### src/rtl/twos_addsub_pkg.sv
package twos_addsub_pkg;
    typedef struct packed {
        logic ovf;
        logic ovf_alt;
        logic neg;
    } flag_t;
endpackage

### src/rtl/tas_full_adder.sv
module tas_full_adder (
    input  logic bit_a,
    input  logic bit_b,
    input  logic carry_in,
    output logic sum_bit,
    output logic carry_out
);
    always_comb begin
        sum_bit   = bit_a ^ bit_b ^ carry_in;
        carry_out = (bit_a & bit_b) | (carry_in & (bit_a ^ bit_b));
    end
endmodule

### src/rtl/tas_ripple.sv
module tas_ripple #(
    parameter int WIDTH = 8
) (
    input  logic [WIDTH-1:0] in_a,
    input  logic [WIDTH-1:0] in_b,
    input  logic             cin,
    output logic [WIDTH-1:0] sum,
    output logic             carry_top_in,
    output logic             carry_out
);
    localparam int CW = WIDTH + 1;

    logic [CW-1:0] chain_d;

    assign chain_d[0] = cin;

    for (genvar i = 0; i < WIDTH; i++) begin : g_bit
        tas_full_adder u_fa (
            .bit_a     (in_a[i]),
            .bit_b     (in_b[i]),
            .carry_in  (chain_d[i]),
            .sum_bit   (sum[i]),
            .carry_out (chain_d[i+1])
        );
    end

    assign carry_top_in = chain_d[WIDTH-1];
    assign carry_out    = chain_d[WIDTH];


    always_comb begin
        ripple_sum_chk: assert ({carry_out, sum} ==
            ({1'b0, in_a} + {1'b0, in_b} + {{WIDTH{1'b0}}, cin}))
            else $error("ripple chain disagrees with binary sum");
    end
endmodule

### src/rtl/tas_flags.sv
module tas_flags
    import twos_addsub_pkg::*;
(
    input  logic  a_top,
    input  logic  b_eff_top,
    input  logic  s_top,
    input  logic  c_top_in,
    input  logic  c_out,
    output flag_t flags_d
);
    always_comb begin
        flags_d.ovf     = c_top_in ^ c_out;
        flags_d.ovf_alt = a_top ^ b_eff_top ^ s_top ^ c_out;
        flags_d.neg     = a_top ^ b_eff_top ^ c_out;
    end


    always_comb begin
        ovf_agree_chk: assert (flags_d.ovf == flags_d.ovf_alt)
            else $error("two overflow paths disagree");
    end


    always_comb begin
        neg_relation_chk: assert (flags_d.neg == (flags_d.ovf ^ s_top))
            else $error("sign flag not ovf xor top result bit");
    end
endmodule

### src/rtl/twos_addsub.sv
module twos_addsub
    import twos_addsub_pkg::*;
#(
    parameter int WIDTH = 8
) (
    input  logic [WIDTH-1:0] op_a,
    input  logic [WIDTH-1:0] op_b,
    input  logic             sub_sel,
    output logic [WIDTH-1:0] result,
    output logic             ovf_flag,
    output logic             ovf_alt_flag,
    output logic             neg_flag
);
    localparam int TOP = WIDTH - 1;

    logic [WIDTH-1:0] b_eff_d;
    logic [WIDTH-1:0] sum_d;
    logic             c_top_in_d;
    logic             c_out_d;
    flag_t            flags_d;

    always_comb begin
        b_eff_d = op_b ^ {WIDTH{sub_sel}};
    end

    tas_ripple #(.WIDTH(WIDTH)) u_chain (
        .in_a         (op_a),
        .in_b         (b_eff_d),
        .cin          (sub_sel),
        .sum          (sum_d),
        .carry_top_in (c_top_in_d),
        .carry_out    (c_out_d)
    );

    tas_flags u_flags (
        .a_top     (op_a[TOP]),
        .b_eff_top (b_eff_d[TOP]),
        .s_top     (sum_d[TOP]),
        .c_top_in  (c_top_in_d),
        .c_out     (c_out_d),
        .flags_d   (flags_d)
    );

    always_comb begin
        result       = sum_d;
        ovf_flag     = flags_d.ovf;
        ovf_alt_flag = flags_d.ovf_alt;
        neg_flag     = flags_d.neg;
    end


    always_comb begin
        no_overflow_chk: assert (ovf_flag || (neg_flag == result[TOP]))
            else $error("in-range result sign differs from sign flag");
    end

    initial begin
        width_min_chk: assert (WIDTH >= 2) else $error("WIDTH below 2");
    end
endmodule

### config.mk
export PLATFORM = sky130hd
export DESIGN_NAME = twos_addsub
export DESIGN_NICKNAME = d
export VERILOG_FILES = /design/src/rtl/twos_addsub_pkg.sv /design/src/rtl/tas_full_adder.sv /design/src/rtl/tas_ripple.sv /design/src/rtl/tas_flags.sv /design/src/rtl/twos_addsub.sv
export SDC_FILE = /design/constraint.sdc
export NUM_CORES = 1
export LEC_CHECK = 0
export CAP_MARGIN = 0
export CORE_AREA = 4 4 41 43
export DETAILED_ROUTE_END_ITERATION = 8
export DIE_AREA = 0 0 45 47
export GPL_TIMING_DRIVEN = 0
export PLACE_DENSITY_LB_ADDON = 0.1
export SLEW_MARGIN = 20
export SYNTH_ARGS = -nofsm -noshare
export SYNTH_HDL_FRONTEND = slang
export SYNTH_SLANG_ARGS = --single-unit
### constraint.sdc
create_clock -name vclk -period 5.63
set_input_delay 0.563 -clock vclk [all_inputs]
set_output_delay 0.563 -clock vclk [all_outputs]
set_load 0.05 [all_outputs]
==> out/results.ini, run 1 <==
[synth]
synthesis.nets=70
ys_seq_area_share_pct=0
yosysWarnings=0
syn-instance-count=44
synth_largest_area_cell=fa_1
synth_most_common_cell=inv_1
ys_types=8
synth_area_um2=414
yosys-top-cells-area=fa_1, buf_4, xnor2_1, inv_1, xor2_1
synthTopCellsByCount=inv_1, buf_4, fa_1
syn_area_per_cell_um2=9.41
yosysTopAreaCellShare_pct=38.7

[drt]
wl_per_cell_um=8.10
drtIter0Drc=1
first_pass_iters=4
detail-route-antenna-nets=0
drcViolationCount=0
via_per_inst=3.97
vias=341
routed_wl_um=697

[worst_setup_path]
end_kind=output port
crit_path_max_fanout=3
crit_start=op_b[0]
cpMostUsedCell=fa_1
worst_ep_required_time_ps=5070
path_cells=clkdlybuf4s50_1, mux2i_1, fa_1, fa_1, fa_1, fa_1, fa_1, fa_1, fa_1, xor3_1, clkbuf_2
cp-start-kind=input port
critPathMaxStageDelay_ps=540
path_buf_inv=2
cp_slowest_cell=fa_1
critPathKind=in -> out
crit_arrival_ps=4760
cp_top_family=adder cells

[global_route]
antenna_found_initial=0
grt_util_all_layers_pct=7.64
grt-ovfl-total=0
grt_max_degree=10
first_global_vias=356
grt_pass1_wl_um=1290

[pwr]
p_comb_share_pct=100.0
p_per_area_mw_per_mm2=287
switching_share_pct=58.4
p_leak_nw=0.357
power_frac_clock_pct=0
seqPwrFrac_pct=0
p_sw_uw=118
power.total_uw=201
ir_drop_mv=0.201
internal_power_uw=83.8

[finish]
antenna_cells=0
fin_nets=99
area_growth_pct=69.8
postLayoutCellArea_um2=703
fillers=133
num-clock-buffers=0
nFlopsAndLatches=0
layout-drive-gt1-share_pct=14.1
multi_input_area_um2=294
regArea_um2=0

[floorplanning]
placeableCoreArea_mm2=0.00130
fp.dieH_um=47
die-width_um=45
fp-row-count=13
die-area_mm2=0.00212
ios=28
initial_utilization_pct=31.8

[timing]
hold_violations=0
max_freq_ghz=0.188
hold_slack_ps=2060
worstMarginPinSlew_ps=507
maxSlewViolCount=0
setup_viol=0
min_period_ps=5330
relSlewSlack_pct=66.2
rsz0062_at_grt=false
min_period_over_period_pct=94.6

[job]
max-cap-violations=0

[hold_path]
hold_class=in -> out
hold_start=sub_sel

[cts]
cts_setup_buffers=0
cts_hold_buf=0

[placement]
gp_congestion=0.649
numPortBuffers=27
hpwl_um=660
post_dp_cell_area_um2=703

[outcome]
status=completed

-- power groups by stage --
| stage | Combinational [mW] | Clock (mW) | Sequential (mW) |
|---|---|---|---|
| final | 0.201 | 0 | 0 |
| after global placement | 0.209 | 0 | 0 |
| after global routing | 0.217 | 0 | 0 |
| after floorplan | 0.149 | 0 | 0 |
| after detailed placement | 0.209 | 0 | 0 |
| after CTS | 0.207 | 0 | 0 |
-- worst paths after layout --
kind / endpoint / depth (start not counted)
setup / recovery: ovf_alt_flag / 11
hold / removal: ovf_flag / 5
-- cell usage in the layout (no fill, tap or decap) --
cell type / instances
buf_4: 9
clkbuf_2: 1
clkdlybuf4s50_1: 24
dlymetal6s2s_1: 2
fa_1: 8
ha_1: 1
inv_1: 14
mux2i_1: 1
xnor2_1: 7
xor2_1: 3
xor3_1: 1
-- cells by family (layout without fill, tap and decap cells) --
family | count (synthesis) | after routing | share of synthesized area [%]
XOR/XNOR | 11 | 11 | 26.9
adder cells (fa/ha/maj) | 9 | 9 | 41.7
multiplexers | 1 | 1 | 2.42
buffers and inverters | 23 | 50 | 29.0
-- cell type report --
cell class	count	share of cell area [%]
Multi-Input combinational cell	21	41.8
Timing Repair Buffer	27	38.4
Buffer	9	9.61
Inverter	14	7.47
Tap cell	15	2.67
-- stage by stage --
step | utilization (%) | TNS (ps) | setup slack (ps) | std cells
global route | 54.0 | 0 | 125 | 86
detailed placement | 54.0 | -187 | -187 | 86
CTS | 53.9 | 0 | 14.3 | 86
finish | 54.0 | 0 | 303 | 86
floorplan | - | 0 | 628 | 44
global placement | 54.0 | -198 | -198 | 86
-- repair_timing --
action | CTS | global route
endpoints found under the setup margin | 1 | 3
gates resized for setup | 1 | 4
endpoints found under the hold margin | 0 | 0
-- layer usage --
layer | GRT usage (%) | wire length [µm]
met5 | 0 | 0
met4 | 0 | 0
met3 | 0.766 | 80
met2 | 15.8 | 354
met1 | 8.84 | 261
Power figures use the tool's default switching activity.
==> run 2: changes to the inputs <==
GPL_ROUTABILITY_DRIVEN = 0   (was not set)
==> results of run 2 <==
The final DEF is identical to that of run 1; final timing and power are the same.
